<file path="src/rtl/lpc_pkg.sv">
package lpc_pkg;

    localparam int FC_BYTES  = 6;
    localparam int HDR_BYTES = 4;
    localparam int CNT_W     = 3;
    localparam logic [15:0] CRC_POLY = 16'h100B;
    localparam logic [15:0] CRC_SEED = 16'hFFFF;

    localparam logic [3:0] OPC_NORMAL = 4'd0;
    localparam logic [3:0] OPC_INIT   = 4'd1;

    typedef enum logic [2:0] {
        ERR_NONE = 3'd0,
        ERR_LEN  = 3'd1,
        ERR_CRC  = 3'd2,
        ERR_OPC  = 3'd3,
        ERR_LANE = 3'd4
    } err_e;

    typedef struct packed {
        logic [3:0]  opcode;
        logic [3:0]  vl;
        logic [11:0] blocks;
        logic [11:0] limit;
    } fc_hdr_t;

    function automatic logic [15:0] crc_step(input logic [15:0] crc_in,
                                             input logic [7:0]  byte_in);
        logic [15:0] c;
        logic        fb;
        c = crc_in;
        for (int i = 7; i >= 0; i--) begin
            fb = c[15] ^ byte_in[i];
            c  = {c[14:0], 1'b0};
            if (fb) c = c ^ CRC_POLY;
        end
        return c;
    endfunction

endpackage

</file>
<file path="src/rtl/lpc_framer.sv">
module lpc_framer
    import lpc_pkg::*;
(
    input  logic             clk,
    input  logic             rst,
    input  logic             in_valid,
    input  logic             in_sop,
    input  logic             in_eop,
    input  logic [7:0]       in_data,
    output logic             take,
    output logic             start,
    output logic             done,
    output logic [CNT_W-1:0] count_next,
    output fc_hdr_t          hdr
);
    localparam logic [CNT_W-1:0] CNT_MAX = {CNT_W{1'b1}};

    logic                           open_q;
    logic [CNT_W-1:0]               cnt_q;
    logic [HDR_BYTES-1:0][7:0]      hdr_q;
    logic [CNT_W-1:0]               idx;

    assign start = in_valid && in_sop;
    assign take  = in_valid && (in_sop || open_q);
    assign done  = take && in_eop;
    assign idx   = in_sop ? '0 : cnt_q;

    always_comb begin
        if (in_sop)               count_next = 1;
        else if (cnt_q == CNT_MAX) count_next = CNT_MAX;
        else                      count_next = cnt_q + 1'b1;
    end

    always_ff @(posedge clk) begin
        if (rst) begin
            open_q <= 1'b0;
            cnt_q  <= '0;
            hdr_q  <= '0;
        end else if (take) begin
            open_q <= !in_eop;
            cnt_q  <= count_next;
            case (idx)
                3'd0: hdr_q[3] <= in_data;
                3'd1: hdr_q[2] <= in_data;
                3'd2: hdr_q[1] <= in_data;
                3'd3: hdr_q[0] <= in_data;
                default: ;
            endcase
        end
    end

    assign hdr = fc_hdr_t'(hdr_q);

    // the byte count always restarts at one on a start marker
    p_sop_restart_r9: assert property (@(posedge clk) disable iff (rst)
        (in_valid && in_sop) |=> (cnt_q == 3'd1));

    // a byte with no strobe leaves the framing state untouched
    p_idle_hold_r9: assert property (@(posedge clk) disable iff (rst)
        !in_valid |=> ($stable(cnt_q) && $stable(open_q)));

endmodule

</file>
<file path="src/rtl/lpc_crc16.sv">
module lpc_crc16
    import lpc_pkg::*;
(
    input  logic        clk,
    input  logic        rst,
    input  logic        take,
    input  logic        start,
    input  logic [7:0]  in_data,
    output logic        residue_zero
);
    logic [15:0] crc_q;
    logic [15:0] crc_next;

    assign crc_next     = crc_step(start ? CRC_SEED : crc_q, in_data);
    assign residue_zero = (crc_next == 16'h0000);

    always_ff @(posedge clk) begin
        if (rst)       crc_q <= CRC_SEED;
        else if (take) crc_q <= crc_next;
    end

    // register only moves on accepted bytes
    p_crc_hold_r4: assert property (@(posedge clk) disable iff (rst)
        !take |=> $stable(crc_q));

endmodule

</file>
<file path="src/rtl/lpc_judge.sv">
module lpc_judge
    import lpc_pkg::*;
#(
    parameter int NUM_VL = 8
)(
    input  logic              clk,
    input  logic              rst,
    input  logic              done,
    input  logic [CNT_W-1:0]  count_next,
    input  logic              crc_ok,
    input  fc_hdr_t           hdr,
    input  logic [NUM_VL-1:0] lane_enable,
    output logic              upd_valid,
    output fc_hdr_t           upd_hdr,
    output logic              err_valid,
    output err_e              err_code
);
    logic len_ok, opc_ok, lane_ok;
    err_e verdict;

    assign len_ok = (count_next == 3'(FC_BYTES));
    assign opc_ok = (hdr.opcode == OPC_NORMAL) || (hdr.opcode == OPC_INIT);

    always_comb begin
        lane_ok = 1'b0;
        for (int i = 0; i < NUM_VL; i++)
            if (hdr.vl == 4'(i)) lane_ok = lane_enable[i];
    end

    always_comb begin
        if (!len_ok)       verdict = ERR_LEN;
        else if (!crc_ok)  verdict = ERR_CRC;
        else if (!opc_ok)  verdict = ERR_OPC;
        else if (!lane_ok) verdict = ERR_LANE;
        else               verdict = ERR_NONE;
    end

    always_ff @(posedge clk) begin
        if (rst) begin
            upd_valid <= 1'b0;
            upd_hdr   <= '0;
            err_valid <= 1'b0;
            err_code  <= ERR_NONE;
        end else begin
            upd_valid <= done && (verdict == ERR_NONE);
            err_valid <= done && (verdict != ERR_NONE);
            err_code  <= done ? verdict : ERR_NONE;
            if (done && verdict == ERR_NONE) upd_hdr <= hdr;
        end
    end

    // each closing byte yields exactly one verdict
    p_one_verdict_r11: assert property (@(posedge clk) disable iff (rst)
        done |=> (upd_valid ^ err_valid));

    // no verdict without a closing byte
    p_no_spurious_r11: assert property (@(posedge clk) disable iff (rst)
        !done |=> (!upd_valid && !err_valid));

    // an error pulse always carries a cause
    p_err_coded_r8: assert property (@(posedge clk) disable iff (rst)
        err_valid |-> (err_code != ERR_NONE));

    // a wrong length is never reported as anything else
    p_len_first_r3: assert property (@(posedge clk) disable iff (rst)
        (done && !len_ok) |=> (err_code == ERR_LEN));

endmodule

</file>
<file path="src/rtl/lpc_flow_check.sv">
module lpc_flow_check
    import lpc_pkg::*;
#(
    parameter int NUM_VL = 8
)(
    input  logic              clk,
    input  logic              rst,
    input  logic              in_valid,
    input  logic              in_sop,
    input  logic              in_eop,
    input  logic [7:0]        in_data,
    input  logic [NUM_VL-1:0] lane_enable,
    output logic              upd_valid,
    output logic              upd_init,
    output logic [3:0]        upd_vl,
    output logic [11:0]       upd_blocks,
    output logic [11:0]       upd_limit,
    output logic [NUM_VL-1:0] lane_sel,
    output logic              err_valid,
    output logic [2:0]        err_code
);
    logic             take, start, done, crc_ok;
    logic [CNT_W-1:0] count_next;
    fc_hdr_t          hdr, upd_hdr;
    err_e             code;

    lpc_framer u_framer (
        .clk(clk), .rst(rst), .in_valid(in_valid), .in_sop(in_sop),
        .in_eop(in_eop), .in_data(in_data), .take(take), .start(start),
        .done(done), .count_next(count_next), .hdr(hdr)
    );

    lpc_crc16 u_crc (
        .clk(clk), .rst(rst), .take(take), .start(start),
        .in_data(in_data), .residue_zero(crc_ok)
    );

    lpc_judge #(.NUM_VL(NUM_VL)) u_judge (
        .clk(clk), .rst(rst), .done(done), .count_next(count_next),
        .crc_ok(crc_ok), .hdr(hdr), .lane_enable(lane_enable),
        .upd_valid(upd_valid), .upd_hdr(upd_hdr),
        .err_valid(err_valid), .err_code(code)
    );

    assign upd_init   = upd_valid && (upd_hdr.opcode == OPC_INIT);
    assign upd_vl     = upd_hdr.vl;
    assign upd_blocks = upd_hdr.blocks;
    assign upd_limit  = upd_hdr.limit;
    assign err_code   = code;

    for (genvar g = 0; g < NUM_VL; g++) begin : g_lane
        assign lane_sel[g] = upd_valid && (upd_hdr.vl == 4'(g));
    end

    // a lane select appears only with an update and names one lane
    p_lane_onehot_r10: assert property (@(posedge clk) disable iff (rst)
        upd_valid |-> ($countones(lane_sel) == 1));
    // dropped packets select no lane
    p_no_sel_on_err_r8: assert property (@(posedge clk) disable iff (rst)
        !upd_valid |-> (lane_sel == '0));

endmodule

</file>
<file path="config.mk">
export PLATFORM = sky130hd
export DESIGN_NAME = lpc_flow_check
export DESIGN_NICKNAME = d
export VERILOG_FILES = /design/src/rtl/lpc_pkg.sv /design/src/rtl/lpc_framer.sv /design/src/rtl/lpc_crc16.sv /design/src/rtl/lpc_judge.sv /design/src/rtl/lpc_flow_check.sv
export SDC_FILE = /design/constraint.sdc
export NUM_CORES = 1
export LEC_CHECK = 0
export BUFFER_PORTS_ARGS = -buffer_cell sky130_fd_sc_hd__clkbuf_2
export CAP_MARGIN = 20
export CELL_PAD_IN_SITES_DETAIL_PLACEMENT = 2
export CELL_PAD_IN_SITES_GLOBAL_PLACEMENT = 2
export CORE_MARGIN = 5
export CORE_UTILIZATION = 35
export CTS_CLUSTER_SIZE = 16
export DETAILED_ROUTE_END_ITERATION = 10
export GPL_ROUTABILITY_DRIVEN = 0
export PLACE_DENSITY = 0.86
export SKIP_LAST_GASP = 1
export SLEW_MARGIN = 15
export SYNTH_ARGS = -nofsm -noshare
export SYNTH_HDL_FRONTEND = slang
export SYNTH_SLANG_ARGS = --single-unit
</file>
<file path="constraint.sdc">
create_clock -name clk -period 2.9 [get_ports clk]
set_input_delay 0.58 -clock clk [delete_from_list [all_inputs] [get_ports clk]]
set_output_delay 0.58 -clock clk [all_outputs]
set_load 0.05 [all_outputs]
</file>
==> impl_metrics.csv <==
group,metric,value,unit
critical_path,critPathArrivalTime,3110,ps
drt,via_per_inst,5.87,
pwr,powerDensity,580,nW/um2
timing,setup_viol,2,
timing,fin_skew,20.7,ps
logic_synthesis,ys_ff_latch,89,
drt,wire_per_inst,25.2,um
logic_synthesis,synthCells,501,
final_layout,fillers,1417,
pwr,peakVddDrop,0.242,mV
timing,slew_headroom,0.495,
critical_path,r2r_slack,50,ps
run_status,violations,"setup timing",
timing,fin_crit_sh,1.00,
timing,fin_ws,-14.0,ps
clocking,clk_pin_slew_worst_paths,70,ps
critical_path,r2r_start,"u_crc.crc_q[14]",
logic_synthesis,syn_area,4450,um2
logic_synthesis,synthFlopType,"dfxtp_1",
logic_synthesis,synth_area_leader_cell,"dfxtp_1",
critical_path,cpPeakStageDelay,350,ps
logic_synthesis,synth-async-reset-ratio,0,
worst_hold_path,worstHoldStart,"u_judge.upd_hdr[18]",
logic_synthesis,synth_edf_count,0,
global_route,grt_overflow_total,0,
global_route,antenna_found_initial,0,
final_layout,drive_gt1_frac,0.257,
drt,postRouteWirelength,18100,um
critical_path,crit_required,3090,ps
critical_path,crit_fanout,30,
logic_synthesis,post_synth.cell_area_avg,8.88,um2
clocking,cts_num_sinks,89,
worst_hold_path,hold_path_depth,2,
logic_synthesis,yosys.cell_types.count,55,
global_route,grt_pass1_vias,4729,
worst_hold_path,hp-class,"flip-flop to flip-flop",
final_layout,instances_no_fill,717,
critical_path,r2r-end,"u_judge.upd_hdr[14]",
final_layout,final_common_cell,"dfxtp_1",
clocking,worstSkewPairLatency,360,ps
critical_path,crit_chain,"clkbuf_2 -> xor2_1 -> nand3_1 -> a22o_1 -> mux2i_1 -> o2111ai_2 -> buf_12 -> o31ai_2 -> a21oi_1",
placement,place_ws,-217,ps
critical_path,critPathCaptureType,"flip-flop",
clocking,cts_max_level,3,
placement,place.detailed.hpwl,11300,um
final_layout,final_cell_mix,"88 x dfxtp_1, 62 x clkbuf_2, 54 x nor2_1, 40 x a21oi_1, 34 x mux2i_1",
critical_path,start_kind,"input port",
logic_synthesis,synth_seq_area_share,0.401,
drt,ant_nets,0,
die,design.die.area,15100,um2
clocking,cts_root_buf,"clkbuf_16",
die,dieWidth,123,um
pwr,p_leak,0.00210,uW
die,die_h,123,um
die,core,12500,um2
placement,placed_area,4900,um2
run_status,status,"finished, violations left",
critical_path,criticalPathCategory,"input port to flip-flop",
logic_synthesis,yosys.area.top_type_share,0.401,
timing,report.final.hold_viol_count,0,
critical_path,critPathSlowestCell,"a22o_1",
run,maxCapViolCount,0,
clocking,numCtsBuffers,9,
placement,dpl.cell_count,701,
critical_path,reg2regPathDepth,8,
die,fp-row-count,41,
logic_synthesis,yosys_warnings,0,
final_layout,final_nets,563,
timing,rsz0062_at_grt,"true",
final_layout,num_antenna_cells,0,
logic_synthesis,synth_area_leaders,"dfxtp_1 40%, mux2i_1 7.7%, buf_4 4.9%",
timing,tightest_slew,757,ps
clocking,cts_hold_buf,0,
drt,route.detailed.drc,0,
clocking,cts_tree,"yes",
worst_hold_path,min_to,"u_judge.upd_hdr[18]",
die,ioPinCount,63,
timing,slew_viol_final,0,
drt,dr.pass1.iters,5,
drt,route.vias.total,4211,
final_layout,syn_to_final_growth,17.8,%
global_route,grt_first_pass_wirelength,27500,um
final_layout,postLayoutCellArea,5240,um2
timing,fin_crit,2910,ps
logic_synthesis,syn_nets,524,
final_layout,final_util,0.419,
timing,fmax,343,MHz
global_route,grt_usage,0.242,
clocking,cts.path.max_buffers,2,
global_route,grt_max_degree,71,
placement,portBuffers,62,
drt,drtIter0Drc,253,
die,start_util,0.355,
[cell families (layout without fill, tap and decap cells)]
kind of cell / after synthesis / in the layout / synth area share
AO/OA/AOI/OAI: 106 / 106 / 0.155
adder cells (fa/ha/maj): 2 / 2 / 0.00563
multiplexers: 36 / 36 / 0.0867
AND/OR/NAND/NOR: 164 / 164 / 0.191
flip-flops: 89 / 89 / 0.401
XOR/XNOR: 31 / 31 / 0.0689
buffers and inverters: 73 / 117 / 0.0923
[sequential cells by signal, indices dropped and copies added, names as in the netlist]
name / count
u_framer.hdr: 32
u_judge.err_valid: 1
u_framer.cnt_q: 3
u_judge.err_code: 3
u_crc.crc_q: 16
u_framer.open_q: 1
u_judge.upd_valid: 1
u_judge.upd_hdr: 32
[layout make-up]
cell class	instances	area, um2	share of cell area
multi-input cells	339	2310	0.442
flip-flops and latches	89	1780	0.340
repair buffers	99	629	0.120
clock buffers	11	253	0.0482
well taps	172	215	0.0411
clock inverters	5	36.3	0.00693
inverters	2	7.51	0.00143
[how the worst max path moves through the flow]
stage                       from             endpoint  slack [ps]  cells after the start
2_1_floorplan  u_judge.upd_valid          lane_sel[0]         100                      2
3_3_place_gp            in_valid  u_judge.upd_hdr[20]         -70                     10
3_5_place_dp            in_valid  u_judge.upd_hdr[20]        -220                     10
4_1_cts          u_crc.crc_q[14]  u_judge.upd_hdr[20]         -20                      9
5_1_grt                 in_valid  u_judge.upd_hdr[20]         -60                     10
6_report              in_data[6]  u_judge.upd_hdr[14]         -10                      9
[where the power goes]
group | total [uW] | internal [uW] | switching (uW)
logic | 579 | 217 | 362
registers | 1290 | 1250 | 38.3
clock network | 1170 | 634 | 534
[cell usage after synthesis (all sizes together) (10+ instances only)]
master and count:
dfxtp 89, nor2 55, buf 45, a21oi 41, mux2i 34, nand4 31
o31ai 28, clkbuf 26, nand2 25, xnor2 23, nand3 14, nor3 13
o21ai 10
[routing by layer]
metal  vias to the layer above  track usage  wire length [um]
li1                       1854            -                 -
met1                      2144        0.282              7170
met2                       154        0.424              9300
met3                        59       0.0429               818
met4                         0        0.123               787
met5                         -            0                 0
[stage by stage]
stage / TNS (ps) / power [uW] / hold slack [ps]
after detailed placement: -5030 / 1830 / 465
after global placement: -140 / 1790 / 455
after global routing: -161 / 3130 / 488
final: -24.6 / 3040 / 471
after floorplan: 0 / 1620 / 440
after CTS: -16.3 / 3020 / 473
[critical path, delay by kind of cell]
family	cells	cell delay [ps]
AOI/OAI and AO/OA	4	990
xor gates and xnor gates	1	320
buffers and inverters	2	500
muxes	1	350
and+or+nand+nor	1	340
[what timing repair did]
item	in CTS	in global routing
hold endpoints to repair	0	0
setup endpoints to repair	31	26
cloned	0	0
setup buffers	0	0
gates resized for setup	4	10
Note: power is estimated with default switching activity, not from simulation.
